## config.mk

```make
export PLATFORM = sky130hd
export DESIGN_NAME = match_watchdog
export DESIGN_NICKNAME = d
export VERILOG_FILES = /design/src/rtl/mwd_pkg.sv /design/src/rtl/mwd_counter.sv /design/src/rtl/mwd_compare.sv /design/src/rtl/mwd_ctrl.sv /design/src/rtl/match_watchdog.sv
export SDC_FILE = /design/constraint.sdc
export NUM_CORES = 1
export LEC_CHECK = 0
export BUFFER_PORTS_ARGS = -buffer_cell sky130_fd_sc_hd__buf_2
export CAP_MARGIN = 20
export CORE_AREA = 2 2 129 93
export DETAILED_ROUTE_END_ITERATION = 12
export DIE_AREA = 0 0 131 95
export HOLD_SLACK_MARGIN = 0.02
export PLACE_DENSITY = 0.5
export SLEW_MARGIN = 30
export SYNTH_ARGS = -nofsm -noshare
export SYNTH_HDL_FRONTEND = slang
export SYNTH_SLANG_ARGS = --single-unit
```

## constraint.sdc

```tcl
create_clock -name clk -period 2.1 [get_ports clk]
set_clock_uncertainty 0.05 [all_clocks]
set_input_delay 0.315 -clock clk [delete_from_list [all_inputs] [get_ports clk]]
set_output_delay 0.315 -clock clk [all_outputs]
set_load 0.1 [all_outputs]
```

## src/rtl/mwd_pkg.sv

```systemverilog
package mwd_pkg;

   typedef enum logic [2:0] {
      REG_CTRL   = 3'd0,
      REG_CNT_LO = 3'd1,
      REG_CNT_HI = 3'd2,
      REG_MODE   = 3'd3,
      REG_CMP    = 3'd4,
      REG_OFFSET = 3'd5
   } reg_sel_e;

   typedef struct packed {
      logic       wd_on;
      logic       run_req;
      logic [1:0] spare;
      logic [2:0] src_sel;
      logic       idle_hold;
   } ctrl_t;

   localparam int    CTRL_W   = $bits(ctrl_t);
   localparam ctrl_t CTRL_RST = '{wd_on: 1'b1, run_req: 1'b0, spare: 2'b00,
                                  src_sel: 3'b000, idle_hold: 1'b0};

endpackage

```

## src/rtl/mwd_counter.sv

```systemverilog
module mwd_counter #(
   parameter int BYTE_W = 8
) (
   input  logic              clk,
   input  logic              rst_n,
   input  logic              step,
   input  logic              wr_lo,
   input  logic              wr_hi,
   input  logic [BYTE_W-1:0] wdata,
   output logic [BYTE_W-1:0] lo_q,
   output logic [BYTE_W-1:0] hi_q,
   output logic [BYTE_W-1:0] hi_inc,
   output logic              lo_wrap
);
   localparam logic [BYTE_W-1:0] LO_TOP = '1;
   localparam logic [BYTE_W-1:0] ONE    = BYTE_W'(1);

   assign lo_wrap = step && (lo_q == LO_TOP);
   assign hi_inc  = hi_q + ONE;

   always_ff @(posedge clk or negedge rst_n) begin
      if (!rst_n) begin
         lo_q <= '0;
      end else if (wr_lo) begin
         lo_q <= wdata;
      end else if (step) begin
         lo_q <= lo_q + ONE;
      end
   end

   always_ff @(posedge clk or negedge rst_n) begin
      if (!rst_n) begin
         hi_q <= '0;
      end else if (wr_hi) begin
         hi_q <= wdata;
      end else if (lo_wrap) begin
         hi_q <= hi_inc;
      end
   end
endmodule

```

## src/rtl/mwd_compare.sv

```systemverilog
module mwd_compare #(
   parameter int BYTE_W       = 8,
   parameter bit SERVICE_WINS = 1'b1
) (
   input  logic              clk,
   input  logic              rst_n,
   input  logic              wd_on,
   input  logic              wr_cmp,
   input  logic              wr_off,
   input  logic              wr_mode,
   input  logic [BYTE_W-1:0] wdata,
   input  logic [BYTE_W-1:0] cnt_hi,
   input  logic [BYTE_W-1:0] hi_inc,
   input  logic              lo_wrap,
   output logic [BYTE_W-1:0] cmp_q,
   output logic [BYTE_W-1:0] off_q,
   output logic [BYTE_W-1:0] mode_q,
   output logic              hit
);
   logic [BYTE_W-1:0] reload;
   logic              raw_hit;

   // 8-bit style adder, wraps modulo 2**BYTE_W
   assign reload  = cnt_hi + off_q;
   assign raw_hit = wd_on && lo_wrap && (hi_inc == cmp_q);

   generate
      if (SERVICE_WINS) begin : g_svc_wins
         assign hit = raw_hit && !wr_cmp;
      end else begin : g_match_wins
         assign hit = raw_hit;
      end
   endgenerate

   always_ff @(posedge clk or negedge rst_n) begin
      if (!rst_n) begin
         cmp_q <= '0;
      end else if (wr_cmp) begin
         cmp_q <= wd_on ? reload : wdata;
      end
   end

   always_ff @(posedge clk or negedge rst_n) begin
      if (!rst_n) begin
         off_q <= '0;
      end else if (wr_off) begin
         off_q <= wdata;
      end
   end

   always_ff @(posedge clk or negedge rst_n) begin
      if (!rst_n) begin
         mode_q <= '0;
      end else if (wr_mode && !wd_on) begin
         mode_q <= wdata;
      end
   end
endmodule

```

## src/rtl/mwd_ctrl.sv

```systemverilog
module mwd_ctrl
   import mwd_pkg::*;
#(
   parameter int BYTE_W = 8
) (
   input  logic              clk,
   input  logic              rst_n,
   input  logic              wr_ctrl,
   input  logic [BYTE_W-1:0] wdata,
   input  logic              hit,
   output ctrl_t             ctrl_q,
   output logic              rst_pulse
);
   ctrl_t img;

   assign img = ctrl_t'(wdata[CTRL_W-1:0]);

   always_ff @(posedge clk or negedge rst_n) begin
      if (!rst_n) begin
         ctrl_q <= CTRL_RST;
      end else if (hit) begin
         ctrl_q <= CTRL_RST;
      end else if (wr_ctrl) begin
         ctrl_q.wd_on   <= img.wd_on;
         ctrl_q.run_req <= img.run_req;
         if (!ctrl_q.wd_on) begin
            ctrl_q.src_sel   <= img.src_sel;
            ctrl_q.idle_hold <= img.idle_hold;
         end
      end
   end

   always_ff @(posedge clk or negedge rst_n) begin
      if (!rst_n) begin
         rst_pulse <= 1'b0;
      end else begin
         rst_pulse <= hit;
      end
   end
endmodule

```

## src/rtl/match_watchdog.sv

```systemverilog
module match_watchdog
   import mwd_pkg::*;
#(
   parameter int BYTE_W       = 8,
   parameter int ADDR_W       = 3,
   parameter bit SERVICE_WINS = 1'b1
) (
   input  logic              clk,
   input  logic              rst_n,
   input  logic              tick,
   input  logic [ADDR_W-1:0] bus_addr,
   input  logic              bus_wr,
   input  logic [BYTE_W-1:0] bus_wdata,
   output logic [BYTE_W-1:0] bus_rdata,
   output logic              wd_reset_o
);
   generate
      if (BYTE_W < CTRL_W) begin : g_bad_width
         $error("BYTE_W must hold the control register");
      end
      if (ADDR_W < 3) begin : g_bad_addr
         $error("ADDR_W must decode six registers");
      end
   endgenerate

   ctrl_t             ctrl_q;
   logic              wd_on;
   logic              step;
   logic              sel_ctrl, sel_lo, sel_hi, sel_mode, sel_cmp, sel_off;
   logic [BYTE_W-1:0] cnt_lo, cnt_hi, hi_inc;
   logic              lo_wrap;
   logic [BYTE_W-1:0] cmp_q, off_q, mode_q;
   logic              hit;

   assign wd_on    = ctrl_q.wd_on;
   assign step     = tick && (wd_on || ctrl_q.run_req);
   assign sel_ctrl = bus_addr == ADDR_W'(REG_CTRL);
   assign sel_lo   = bus_addr == ADDR_W'(REG_CNT_LO);
   assign sel_hi   = bus_addr == ADDR_W'(REG_CNT_HI);
   assign sel_mode = bus_addr == ADDR_W'(REG_MODE);
   assign sel_cmp  = bus_addr == ADDR_W'(REG_CMP);
   assign sel_off  = bus_addr == ADDR_W'(REG_OFFSET);

   mwd_counter #(.BYTE_W(BYTE_W)) cnt_i (
      .clk    (clk),
      .rst_n  (rst_n),
      .step   (step),
      .wr_lo  (bus_wr && sel_lo && !wd_on),
      .wr_hi  (bus_wr && sel_hi && !wd_on),
      .wdata  (bus_wdata),
      .lo_q   (cnt_lo),
      .hi_q   (cnt_hi),
      .hi_inc (hi_inc),
      .lo_wrap(lo_wrap)
   );

   mwd_compare #(.BYTE_W(BYTE_W), .SERVICE_WINS(SERVICE_WINS)) cmp_i (
      .clk    (clk),
      .rst_n  (rst_n),
      .wd_on  (wd_on),
      .wr_cmp (bus_wr && sel_cmp),
      .wr_off (bus_wr && sel_off),
      .wr_mode(bus_wr && sel_mode),
      .wdata  (bus_wdata),
      .cnt_hi (cnt_hi),
      .hi_inc (hi_inc),
      .lo_wrap(lo_wrap),
      .cmp_q  (cmp_q),
      .off_q  (off_q),
      .mode_q (mode_q),
      .hit    (hit)
   );

   mwd_ctrl #(.BYTE_W(BYTE_W)) ctl_i (
      .clk      (clk),
      .rst_n    (rst_n),
      .wr_ctrl  (bus_wr && sel_ctrl),
      .wdata    (bus_wdata),
      .hit      (hit),
      .ctrl_q   (ctrl_q),
      .rst_pulse(wd_reset_o)
   );

   always_comb begin
      bus_rdata = '0;
      if (sel_ctrl)      bus_rdata = BYTE_W'(ctrl_q);
      else if (sel_lo)   bus_rdata = cnt_lo;
      else if (sel_hi)   bus_rdata = cnt_hi;
      else if (sel_mode) bus_rdata = mode_q;
      else if (sel_cmp)  bus_rdata = cmp_q;
      else if (sel_off)  bus_rdata = off_q;
   end
endmodule

```

# Word-level counts from Yosys, hierarchy flattened
# Index checks and enable logic that the tools add are counted.
# classes
mux,16
addsub,3
n_eq_ne,8
n_reduce_logical,22
# op_table
cell,n
$mux 8,11
$add 8x1->8 const B,2
$logic_and 1x1->1,14
$mux 4,3
$add 8x8->8,1
$eq 8x8->1,1
$eq 8x8->1 const B,1
$eq 3x2->1 const B,2
$eq 3x3->1 const B,2
$reduce_bool 2->1,3
$mux 2,2
$eq 3x1->1 const B,1
$logic_not 3->1,1
$logic_not 1->1,2
$ne 2x1->1 const B,1
$reduce_and 2->1,1
$logic_or 1x1->1,1
# totals
in_bits,15
register_bits,47
wordCells,59

# Longest topological paths before layout
# logic_depth
depth_word,8
depth_mapped,8

# By module
# From an unflattened synthesis, not the netlist that was laid out.
# unflattened
hier_cells,318
area_unflattened_um2,3174.3
# by_module_without_submodules
module,cells_each,seq_area_each_um2,area_each_um2,instances
mwd_compare,132,600.6,1411.4,1
mwd_counter,101,400.4,964.7,1
match_watchdog,58,0.0,475.5,1
mwd_ctrl,27,176.4,322.8,1

# Worst setup path after synthesis
# No wires, ideal clock.
# synth_path
kind,input to output
from,input port bus_addr[1]
to,output port bus_rdata[4]
setup_slack_ps,-1432
arrival_time_ps,3167
n_path_buf,1
cell_stages,6
path_cell_list,clkbuf_1 nor2b_1 a22o_1 a22o_1 a21oi_1 o21ai_0
# synth_between
elab_chain_len,7
word_cells_on_any_way,12
classes_between,eq/ne: 5; mux: 6; reduce/logical: 1
# synth_rtl
item,line_no,source
"start, declared",match_watchdog.sv:11,"input logic [ADDR_W-1:0] bus_addr,"
$eq 3x3->1,match_watchdog.sv:42,assign sel_off = bus_addr == ADDR_W'(REG_OFFSET);
$mux 8,match_watchdog.sv:91,else if (sel_off) bus_rdata = off_q;
$mux 8,match_watchdog.sv:90,else if (sel_cmp) bus_rdata = cmp_q;
$mux 8,match_watchdog.sv:89,else if (sel_mode) bus_rdata = mode_q;
$mux 8,match_watchdog.sv:88,else if (sel_hi) bus_rdata = cnt_hi;
$mux 8,match_watchdog.sv:87,else if (sel_lo) bus_rdata = cnt_lo;
$mux 8 *,match_watchdog.sv:86,if (sel_ctrl) bus_rdata = BYTE_W'(ctrl_q);
"end, declared",match_watchdog.sv:14,"output logic [BYTE_W-1:0] bus_rdata,"
# Mark *: on every way between the ends. The rest lies on a longest branch, timed or not.

# Worst setup path in the final report
# layout_path
from,register cnt_i.hi_q[0]
to,output port bus_rdata[0]
# layout_between
elab_chain_len,3
# layout_rtl
item,line_no,source
"start, declared",mwd_counter.sv:11,"output logic [BYTE_W-1:0] hi_q,"
"start signal, assigned",mwd_counter.sv:35,hi_q <= wdata;
"start signal, assigned",mwd_counter.sv:37,hi_q <= hi_inc;
$mux 8,match_watchdog.sv:88,
$mux 8,match_watchdog.sv:87,
$mux 8,match_watchdog.sv:86,
# Every way passes these cells.

==> impl_metrics.ini <==
[status]
outcome = complete, no violations

[critical_path]
startpoint_type = flip-flop
arrival_ns = 1.69
cpPeakStageDelay_ns = 0.46
worst-setup-path-type = reg2out
endpoint_kind = primary output
crit_path_cell_trace = buf_4, mux4_2, inv_2, o22ai_4, buf_12
crit_slowest_cell = mux4_2
crit_required_ns = 1.74
cp_max_fo = 5

[global_route]
grt_max_degree = 48
antenna_found_initial = 0
overflow = 0
grt_usage = 0.156
grt_pass1_vias = 2442
grt_pass1_wl_um = 14200

[drt]
drt_iter0_markers = 175
dr_total_vias = 2565
routed_wl_um = 9000
wire_per_inst_um = 17.2
ant_nets = 0
firstDrtPassIters = 4
drcViolationCount = 0
avgViaCountPerCell = 4.90

[power_and_ir_drop]
powerDensity_nw_per_um2 = 1130
p_leak_nw = 1.65
peakVddDrop_mv = 0.391

[placement]
dp_hpwl_um = 6750
portBuffers = 23
preCtsSetupSlack_ns = -0.0206
gp_congestion = 0.864

[synth]
netlist.area_leader.share = 0.374
postSynthAreaPerCell_um2 = 9.53
ys.flop_type = dfrtp_1
synth.distinct_cells = 49
yosys_register_bits = 47
synth_edf_count = 0
yosys_warnings = 0
syn-num-nets = 348
yosys.area.top_type = dfrtp_1
synth_area_um2 = 3080
synth_area_leaders = dfrtp_1 37%, mux2_2 7.7%, xnor2_1 4.0%
yosysSeqAreaShare = 0.383
async_reset_ff_frac = 1.00
syn_inst = 323

[clocking]
cts_tree = yes
numCtsBuffers = 5
clk_latency_ns = 0.30
cts_buffer_depth = 2
cts_root_buffer = clkbuf_16
clk_pin_slew_ns = 0.07
htree_num_levels = 2
cts_sinks = 47

[die]
io_pins = 24
core_um2 = 11400
die-area_um2 = 12400
fp-row-count = 33
initial_core_util = 0.271
die_w_um = 131
die_h_um = 95

[sta]
period_minus_slack_ns = 2.05
max_freq_mhz = 487
finalSetupViolations = 0
hold_ws_ns = 0.282
setup_ws_ns = 0.0459
slew_headroom = 0.630
fin_crit_sh = 0.978
hold_violations = 0
rsz0062_at_grt = no
worst_slew_pin_slew_ns = 0.547
maxSlewViolCount = 0

[cells_and_area]
layout_commonest_cell = dfrtp_1
nFillCells = 1169
drive_gt1_frac = 0.303
n_antenna_cell = 0
syn_to_final_growth_pct = 31.0
final_cell_mix = 43 x dfrtp_1, 27 x buf_4, 23 x nor2_1, 22 x nand2_1, 21 x mux2_2
post-route-util = 0.355
final_nets = 390

[flow_run]
max_cap_violations = 0

[min_path]
hold_path.class = in2reg
-- cell type report --
type,count,area (um^2),share of cell area
Inverter,12,45.0,0.0112
Multi-Input combinational cell,245,1930,0.479
Clock buffer,6,139,0.0345
Clock inverter,2,35.0,0.00869
Sequential cell,47,1180,0.293
Timing Repair Buffer,54,503,0.125
Tap cell,157,196,0.0487
-- final timing paths --
kind                                                   from                          end  slack [ns]  cells after the start
worst max-delay path              cnt_i.hi_q[0]$_DFFE_PN0P_                 bus_rdata[0]        0.05                      5
worst min-delay path                           bus_wdata[3]    cnt_i.lo_q[3]$_DFFE_PN0P_        0.28                      3
worst max register to register    cnt_i.hi_q[0]$_DFFE_PN0P_   cmp_i.cmp_q[6]$_DFFE_PN0P_        0.08                      8
worst min register to register  cmp_i.mode_q[3]$_DFFE_PN0P_  cmp_i.mode_q[3]$_DFFE_PN0P_        0.46                      1
max in group asynchronous                             rst_n  ctl_i.ctrl_q[7]$_DFFE_PN1P_        1.24                      3
min in group asynchronous                             rst_n  cmp_i.mode_q[2]$_DFFE_PN0P_        0.49                      3
-- logic make-up after synthesis --
group,count (synthesis),share of synthesized area
flip-flops,47,0.383
XOR/XNOR,27,0.0768
AND/OR/NAND/NOR,97,0.163
buffers and inverters,31,0.0382
adder cells (fa/ha/maj),10,0.0431
AO/OA/AOI/OAI,75,0.150
multiplexers,36,0.146
-- state kept, by name, indices dropped and copies added, names as in the netlist --
register / flops
cmp_i.cmp_q: 8
ctl_i.ctrl_q: 6
ctl_i.rst_pulse: 1
cnt_i.lo_q: 8
cnt_i.hi_q: 8
cmp_i.mode_q: 8
cmp_i.off_q: 8
-- routing by layer --
layer / vias up / track usage / wire length [um]
met3: 8 / 0.0312 / 521
li1: 1249 / - / -
met2: 64 / 0.214 / 3550
met1: 1244 / 0.246 / 4840
met4: 0 / 0.0372 / 87
met5: - / 0 / 0
-- power breakdown --
group | switching (W) | internal [W] | total [W]
combinational | 0.00114 | 0.000979 | 0.00212
sequential | 0.000311 | 0.00118 | 0.00149
clock | 0.000372 | 0.000593 | 0.000965
-- through the flow --
| stage | std cells | setup TNS, ns | total power [W] | instance area (um^2) |
|---|---|---|---|---|
| after floorplan | 323 | 0 | 0.00287 | 3210 |
| after global placement | 509 | 0 | 0.00351 | 3770 |
| after detailed placement | 509 | -0.0544 | 0.00354 | 3770 |
| after CTS | 520 | 0 | 0.00455 | 3970 |
| after global routing | 523 | 0 | 0.00484 | 4030 |
| final | 523 | 0 | 0.00457 | 4030 |
-- worst max-delay path: cells and delay by family, from the launching register on --
family	cells	cell delay, ns
mux	1	0.46
compound gates	1	0.07
buf+inv	3	0.40
flops	1	0.45
-- cell usage after synthesis (6+ instances only) --
master	n
dfrtp_1	46
nor2_1	23
nand2_1	22
o21ai_0	22
mux2_2	21
a21oi_1	20
clkbuf_1	16
xnor2_1	14
xor2_1	13
inv_1	12
mux2i_1	10
nand3_1	10
ha_1	9
nand4_1	8
o21a_1	7
o22ai_1	6
-- what timing repair did --
action	CTS	global route
cloned	0	0
hold buffers	1	0
endpoints found under the hold margin	46	0
setup endpoints to repair	7	13
buffers inserted	2	3
resized for setup	2	11
pin swaps	0	1
Power figures use the tool's default switching activity.
